$ cat src/rtl/prio_irq_pkg.sv
package prio_irq_pkg;

    // Default source count and level width of the controller
    localparam int unsigned SRC_COUNT  = 31;
    localparam int unsigned LEVEL_BITS = 3;

    // Break detector states
    typedef enum logic [1:0] {
        BRK_WAIT_HIGH = 2'd0,
        BRK_ARMED     = 2'd1,
        BRK_PENDING   = 2'd2
    } brk_state_e;

endpackage

$ cat src/rtl/irq_level_regs.sv
module irq_level_regs #(
    parameter int unsigned N_SRC  = prio_irq_pkg::SRC_COUNT,
    parameter int unsigned LVL_W  = prio_irq_pkg::LEVEL_BITS,
    parameter int unsigned ADDR_W = $clog2(N_SRC + 1)
) (
    input  logic                        clk,
    input  logic                        rst_n,
    input  logic                        wr_en,
    input  logic [ADDR_W-1:0]           addr,
    input  logic [LVL_W-1:0]            wr_data,
    output logic [LVL_W-1:0]            rd_data,
    output logic [N_SRC-1:0][LVL_W-1:0] lvl_q,
    output logic [LVL_W-1:0]            mask_q
);

    localparam logic [LVL_W-1:0]  LVL_OFF   = '1;
    localparam logic [ADDR_W-1:0] MASK_ADDR = ADDR_W'(N_SRC);

    // Per-source level codes
    always_ff @(posedge clk or negedge rst_n) begin
        if (!rst_n) begin
            for (int i = 0; i < int'(N_SRC); i++) begin
                lvl_q[i] <= LVL_OFF;
            end
        end else if (wr_en) begin
            for (int i = 0; i < int'(N_SRC); i++) begin
                if (addr == ADDR_W'(i)) begin
                    lvl_q[i] <= wr_data;
                end
            end
        end
    end

    // Current mask level
    always_ff @(posedge clk or negedge rst_n) begin
        if (!rst_n) begin
            mask_q <= '0;
        end else if (wr_en && addr == MASK_ADDR) begin
            mask_q <= wr_data;
        end
    end

    // Combinational read-back
    always_comb begin
        rd_data = '0;
        if (addr == MASK_ADDR) begin
            rd_data = mask_q;
        end else begin
            for (int i = 0; i < int'(N_SRC); i++) begin
                if (addr == ADDR_W'(i)) begin
                    rd_data = lvl_q[i];
                end
            end
        end
    end

endmodule

$ cat src/rtl/irq_arbiter.sv
module irq_arbiter #(
    parameter int unsigned N_SRC = prio_irq_pkg::SRC_COUNT,
    parameter int unsigned LVL_W = prio_irq_pkg::LEVEL_BITS,
    parameter int unsigned IDX_W = $clog2(N_SRC + 1)
) (
    input  logic [N_SRC-1:0]            req,
    input  logic [N_SRC-1:0][LVL_W-1:0] lvl,
    output logic                        win_valid,
    output logic [IDX_W-1:0]            win_idx,
    output logic [LVL_W-1:0]            win_lvl
);

    localparam int unsigned      LEAVES  = 2 ** IDX_W;
    localparam int unsigned      NODES   = 2 * LEAVES - 1;
    localparam logic [LVL_W-1:0] LVL_OFF = '1;

    // Heap-ordered tree: node n has children 2n+1 and 2n+2.
    // Leaf k lives at LEAVES-1+k, so left subtrees hold lower indices.
    logic             nd_v [NODES];
    logic [LVL_W-1:0] nd_l [NODES];
    logic [IDX_W-1:0] nd_i [NODES];

    // Leaves: a source takes part only when pending and not disabled
    for (genvar k = 0; k < int'(LEAVES); k++) begin : g_leaf
        if (k < int'(N_SRC)) begin : g_real
            assign nd_v[LEAVES-1+k] = req[k] && (lvl[k] != LVL_OFF);
            assign nd_l[LEAVES-1+k] = lvl[k];
        end else begin : g_pad
            assign nd_v[LEAVES-1+k] = 1'b0;
            assign nd_l[LEAVES-1+k] = LVL_OFF;
        end
        assign nd_i[LEAVES-1+k] = IDX_W'(k);
    end

    // Internal nodes: right child wins only on a strictly smaller level
    always_comb begin
        for (int n = int'(LEAVES) - 2; n >= 0; n--) begin
            if (nd_v[2*n+2] && (!nd_v[2*n+1] || nd_l[2*n+2] < nd_l[2*n+1])) begin
                nd_v[n] = 1'b1;
                nd_l[n] = nd_l[2*n+2];
                nd_i[n] = nd_i[2*n+2];
            end else begin
                nd_v[n] = nd_v[2*n+1];
                nd_l[n] = nd_l[2*n+1];
                nd_i[n] = nd_i[2*n+1];
            end
        end
    end

    assign win_valid = nd_v[0];
    assign win_idx   = nd_i[0];
    assign win_lvl   = nd_l[0];

endmodule

$ cat src/rtl/brk_detect.sv
module brk_detect (
    input  logic clk,
    input  logic rst_n,
    input  logic pin_n,
    input  logic clr,
    output logic brk_req
);

    import prio_irq_pkg::*;

    logic       pin_s1;
    logic       pin_s2;
    brk_state_e state;
    brk_state_e state_nx;

    // Two-stage synchroniser, reset low so a low pin cannot fake a fall
    always_ff @(posedge clk or negedge rst_n) begin
        if (!rst_n) begin
            pin_s1 <= 1'b0;
            pin_s2 <= 1'b0;
        end else begin
            pin_s1 <= pin_n;
            pin_s2 <= pin_s1;
        end
    end

    // State register
    always_ff @(posedge clk or negedge rst_n) begin
        if (!rst_n) begin
            state <= BRK_WAIT_HIGH;
        end else begin
            state <= state_nx;
        end
    end

    // Transitions: arm, trigger, clear-high, clear-low
    always_comb begin
        state_nx = state;
        unique case (state)
            BRK_WAIT_HIGH: if (pin_s2)  state_nx = BRK_ARMED;
            BRK_ARMED:     if (!pin_s2) state_nx = BRK_PENDING;
            BRK_PENDING:   if (clr)     state_nx = pin_s2 ? BRK_ARMED : BRK_WAIT_HIGH;
            default:                    state_nx = BRK_WAIT_HIGH;
        endcase
    end

    // Output decode
    always_comb begin
        brk_req = (state == BRK_PENDING);
    end

    // a pending break survives until cleared
    p_brk_sticky_r9: assert property (@(posedge clk) disable iff (!rst_n)
        (brk_req && !clr) |=> brk_req);

    // a clear of a pending break drops it
    p_brk_clear_r9: assert property (@(posedge clk) disable iff (!rst_n)
        (brk_req && clr) |=> !brk_req);

    // while waiting for a high pin no break can appear
    p_wait_blocks_r10: assert property (@(posedge clk) disable iff (!rst_n)
        (state == BRK_WAIT_HIGH) |=> !brk_req);

endmodule

$ cat src/rtl/prio_irq_ctrl.sv
module prio_irq_ctrl #(
    parameter int unsigned N_SRC  = prio_irq_pkg::SRC_COUNT,
    parameter int unsigned LVL_W  = prio_irq_pkg::LEVEL_BITS,
    parameter int unsigned ADDR_W = $clog2(N_SRC + 1)
) (
    input  logic              clk,
    input  logic              rst_n,
    input  logic [N_SRC-1:0]  irq_req,
    input  logic              reg_wr,
    input  logic [ADDR_W-1:0] reg_addr,
    input  logic [LVL_W-1:0]  reg_wdata,
    output logic [LVL_W-1:0]  reg_rdata,
    input  logic              brk_pin_n,
    input  logic              brk_clr,
    output logic              ei_req,
    output logic [ADDR_W-1:0] ei_src,
    output logic [LVL_W-1:0]  ei_lvl,
    output logic              brk_req
);

    localparam logic [LVL_W-1:0]  LVL_OFF  = '1;
    localparam logic [ADDR_W-1:0] SRC_NONE = ADDR_W'(N_SRC);

    logic [N_SRC-1:0][LVL_W-1:0] lvl_q;
    logic [LVL_W-1:0]            mask_q;
    logic                        win_valid;
    logic [ADDR_W-1:0]           win_idx;
    logic [LVL_W-1:0]            win_lvl;

    irq_level_regs #(.N_SRC(N_SRC), .LVL_W(LVL_W), .ADDR_W(ADDR_W)) u_regs (
        .clk     (clk),
        .rst_n   (rst_n),
        .wr_en   (reg_wr),
        .addr    (reg_addr),
        .wr_data (reg_wdata),
        .rd_data (reg_rdata),
        .lvl_q   (lvl_q),
        .mask_q  (mask_q)
    );

    irq_arbiter #(.N_SRC(N_SRC), .LVL_W(LVL_W), .IDX_W(ADDR_W)) u_arb (
        .req       (irq_req),
        .lvl       (lvl_q),
        .win_valid (win_valid),
        .win_idx   (win_idx),
        .win_lvl   (win_lvl)
    );

    brk_detect u_brk (
        .clk     (clk),
        .rst_n   (rst_n),
        .pin_n   (brk_pin_n),
        .clr     (brk_clr),
        .brk_req (brk_req)
    );

    // Registered arbitration result and mask compare
    always_ff @(posedge clk or negedge rst_n) begin
        if (!rst_n) begin
            ei_req <= 1'b0;
            ei_src <= SRC_NONE;
            ei_lvl <= LVL_OFF;
        end else begin
            ei_req <= win_valid && (win_lvl < mask_q);
            ei_src <= win_valid ? win_idx : SRC_NONE;
            ei_lvl <= win_valid ? win_lvl : LVL_OFF;
        end
    end

    // the tree only reports a pending, enabled source
    p_win_enabled_r3: assert property (@(posedge clk) disable iff (!rst_n)
        win_valid |-> (irq_req[win_idx] && lvl_q[win_idx] != LVL_OFF));

    // a raised request always beats the mask in force at the prior edge
    p_ei_below_mask_r6: assert property (@(posedge clk) disable iff (!rst_n)
        ei_req |-> (ei_lvl < $past(mask_q)));

    for (genvar g = 0; g < int'(N_SRC); g++) begin : g_chk
        // no enabled pending source beats the winner
        p_win_not_worse_r4: assert property (@(posedge clk) disable iff (!rst_n)
            (irq_req[g] && lvl_q[g] != LVL_OFF) |-> (win_valid && win_lvl <= lvl_q[g]));
        // on a tie the winner has the smaller index
        p_tie_low_index_r5: assert property (@(posedge clk) disable iff (!rst_n)
            (win_valid && irq_req[g] && lvl_q[g] == win_lvl) |-> (win_idx <= ADDR_W'(g)));
    end

endmodule

$ cat config.mk
export PLATFORM = sky130hd
export DESIGN_NAME = prio_irq_ctrl
export DESIGN_NICKNAME = d
export VERILOG_FILES = /design/src/rtl/prio_irq_pkg.sv /design/src/rtl/irq_level_regs.sv /design/src/rtl/irq_arbiter.sv /design/src/rtl/brk_detect.sv /design/src/rtl/prio_irq_ctrl.sv
export SDC_FILE = /design/constraint.sdc
export NUM_CORES = 1
export LEC_CHECK = 0
export BUFFER_PORTS_ARGS = -buffer_cell sky130_fd_sc_hd__buf_2
export CAP_MARGIN = 20
export CORE_MARGIN = 5
export CORE_UTILIZATION = 49
export DETAILED_ROUTE_END_ITERATION = 7
export HOLD_SLACK_MARGIN = 0.02
export PLACE_DENSITY = 0.7
export SYNTH_ARGS = -nofsm -noshare
export SYNTH_HDL_FRONTEND = slang
export SYNTH_SLANG_ARGS = --single-unit
$ cat constraint.sdc
create_clock -name clk -period 14.9 [get_ports clk]
set_clock_uncertainty 0.1 [all_clocks]
set_input_delay 0.745 -clock clk [delete_from_list [all_inputs] [get_ports clk]]
set_output_delay 0.745 -clock clk [all_outputs]
set_load 0.01 [all_outputs]
==> key figures <==
Min path
  – Worst hold path class: flop to flop
  – Cells on Worst Hold Path: 0
  – WHS Endpoint: u_brk.pin_s2
  – Hold path startpoint: u_brk.pin_s1

Critical path
  – Top delay family on crit path: compound AO/OA/AOI/OAI gates
  – Critical path endpoint category: flop
  – Crit path depth: 41
  – CP Class: flop to flop
  – Critical path buffers and inverters: 7
  – R2R cell count: 41
  – WP data arrival: roughly 8.5 ns
  – R2R Path Start: u_regs.lvl_q[56]
  – Largest stage delay, worst path: 0.53 ns
  – Required time of the critical path: between 15 and 20 ns
  – CP dominant cell by count: inv_1
  – Reg2Reg Capture Point: ei_req
  – Reg2reg setup slack: approximately 6.6 ns
  – Critical Path Start Type: flop
  – Slowest cell on crit path: dfstp_2
  – CP max FO: 8

Pwr
  – P_leak: between 4 and 5 nW
  – Power Dens Cells: roughly 230 nW/um^2
  – Design Power: 2.39 mW
  – Peak supply drop: roughly 0.24 mV

Global route
  – Vias in the first global route: 8431
  – GR Util All Layers: 24.9%
  – Initial antenna violation count: 1
  – Largest net degree at the start of global routing: between 50 and 60
  – Total global routing overflow: 0
  – First-pass GRT wire length: 44.5 mm

Clock network
  – # clock sinks: 109
  – # Post-CTS Setup Buffers: 0
  – Post-CTS Hold Fix Bufs: 0
  – CTS resizes: 0
  – Num CTS Buffers: 9
  – Clock transition at path regs: 0.07 ns
  – Clk root buf: clkbuf_16
  – Clock Path Buffers: 2
  – CTS tree: done
  – Worst skew pair latency: 0.36 ns
  – Htree depth: 3

Timing
  – Final worst slack: ~6.6 ns
  – Fin. Hold Viols: 0
  – Fin crit period: 8.34 ns
  – Slew Limit Headroom: 37.7%
  – Setup tns final: 0 ns
  – Max-slew violation count: 0
  – # setup viols final: 0
  – Slew @ Worst Pin: 0.930 ns
  – RSZ-0062 raised after global routing: false
  – Tcrit/Tclk final: 56.0%
  – Fmax: 120 MHz

Detailed routing
  – Vias: around 8700
  – Uppermost layer routed: met5
  – Remaining DRCs: 0
  – Met2 WL: 12.1 mm
  – DR vias/cell: approximately 6.2
  – Routed Antenna Nets: 0
  – Initial DRC Count: slightly above 800
  – Drt wl/cell: roughly 19 um
  – WL met1: 12.5 mm
  – Routed Wire Length: 27.3 mm
  – Drt pass-1 iters: 5
  – Met3 Wirelength: 1.97 mm

Synth
  – Count of different cell masters after synthesis: 81
  – Mapped Area: 9500 um^2
  – Ys Warns: 0
  – Syn Area/Cell: 8.70 um^2
  – Number of flops mapped to enable cells by yosys: 0
  – Syn nets: roughly 1200
  – Yosys top cell by area: dfstp_2
  – Ys flop type: dfstp_2
  – Synth area leaders: dfstp_2 (28%), mux2_2 (11%), ha_1 (8.2%), a21oi_1 (5.4%), nand2_1 (4.3%)
  – Asr flop ratio synth: 100%
  – Mapped Cells: 1092
  – Post-synth top area share: roughly 28%
  – Post-synthesis sequential area ratio: a little under a third
  – Post-synthesis register bit count: 109

Final layout
  – Layout cell share with drive strength beyond 1: 28.3%
  – Area added between synthesis and finish: 8.81%
  – Final instance area: 10300 um^2
  – Fin nets: approximately 1200
  – Antenna fix cells: 0

Floorplan
  – Width of the chip: 149 um
  – Starting Density: 49.3%
  – Die H: 149 um
  – Die area: 22300 um^2
  – Row Count: 51
  – Top Ports: 57
  – Core box area: 19300 um^2

Job
  – Max-Cap Viols: 0

Place
  – Placed wire-length estimate: between 20 and 25 mm
  – Placer Congestion: 0.930
  – DP Worst Slack: approximately 6.7 ns
  – Port bufs: 56
  – Placed Area: approximately 10000 um^2

Status
  – Status: finished clean
-- Yosys cell counts, types with 4 or more instances --
master,count
a22o_1,4
o21a_1,13
ha_1,62
mux2i_1,36
a32oi_1,4
nor2b_1,19
a31o_2,4
and3_1,8
a311o_1,5
o211ai_1,6
o21ai_0,66
a31oi_2,6
and2_1,6
a21o_1,4
nand4_1,4
dfstp_2,101
clkbuf_1,29
nor3b_1,4
dfrtp_1,8
nand3_2,4
nand2_1,109
mux2_2,94
nand3b_1,6
a31oi_1,16
nor2_1,99
o21bai_1,6
a22oi_1,17
or2_2,5
o221ai_1,7
nor3_1,11
a211oi_1,6
nand2b_1,4
o22ai_1,9
nand3_1,44
inv_1,74
mux4_2,4
o21ai_1,13
a21oi_1,103
-- flip-flops by register name, indices dropped and copies added (netlist names) --
name and flops:
ei_src 5, ei_lvl 3, u_brk.pin_s2 1, u_regs.lvl_q 93
ei_req 1, u_regs.mask_q 3, u_brk.pin_s1 1, u_brk.state 2
-- metal layers --
| metal | vias to the layer above | GRT usage (%) |
|---|---|---|
| met5 | - | 0 |
| met4 | 2 | 7.92 |
| met3 | 52 | 4.16 |
| met2 | 361 | 39.2 |
| met1 | 4190 | 35.0 |
| li1 | 4127 | - |
-- cells by family after synthesis --
logic type,after synthesis,share of synthesized area [%]
and+or+nand+nor,333,16.2
AOI/OAI and AO/OA,346,25.2
buffers and inverters,107,4.23
muxes,135,16.2
DFF,109,30.1
adders and majority gates,62,8.17
-- metrics by stage --
step	cells	hold WS, ns	util, %
floorplan	1092	0.231	-
global placement	1386	0.236	52.0
detailed placement	1386	0.238	52.0
CTS	1402	0.254	53.6
global route	1402	0.283	53.6
finish	1402	0.252	53.6
-- worst max path at each step --
stage | startpoint | endpoint
2_1_floorplan | u_regs.lvl_q[56] | ei_req
3_3_place_gp | u_regs.lvl_q[56] | ei_req
3_5_place_dp | u_regs.lvl_q[56] | ei_req
4_1_cts | u_regs.lvl_q[56] | ei_req
5_1_grt | u_regs.lvl_q[56] | ei_req
6_report | u_regs.lvl_q[56] | ei_req
-- power by group --
group	switching, mW	internal, mW
clock network	0.117	0.136
logic	0.938	0.694
registers	0.0735	0.431
total	1.13	1.26
-- layout by cell type (no fill, tap or decap), drive strengths merged, types with 5 or more instances in the layout --
cell type  instances
ha                62
a31oi             25
a311o              5
nand3             48
a21o               7
nand2b             5
o21ai             79
o221ai             7
a22oi             22
nand3b             6
mux2              94
buf               59
nor3              11
a211oi             6
clkbuf            10
inv               78
dfrtp              8
o21bai             6
a32oi              5
a21oi            103
or2                7
mux4               5
o211ai             7
nor2b             19
dfstp            101
nand2            110
nor2              99
mux2i             36
o21a              13
and3               9
o22ai              9
and2               7
-- final cells by class --
cell class	instances	area [um^2]
Fill cell	1839	8940
Multi-Input combinational cell	876	6250
Sequential cell	109	2850
Tap cell	265	332
Timing Repair Buffer	59	305
Inverter	77	289
Clock buffer	10	239
Clock inverter	6	68.8
Power figures use the tool's default switching activity.
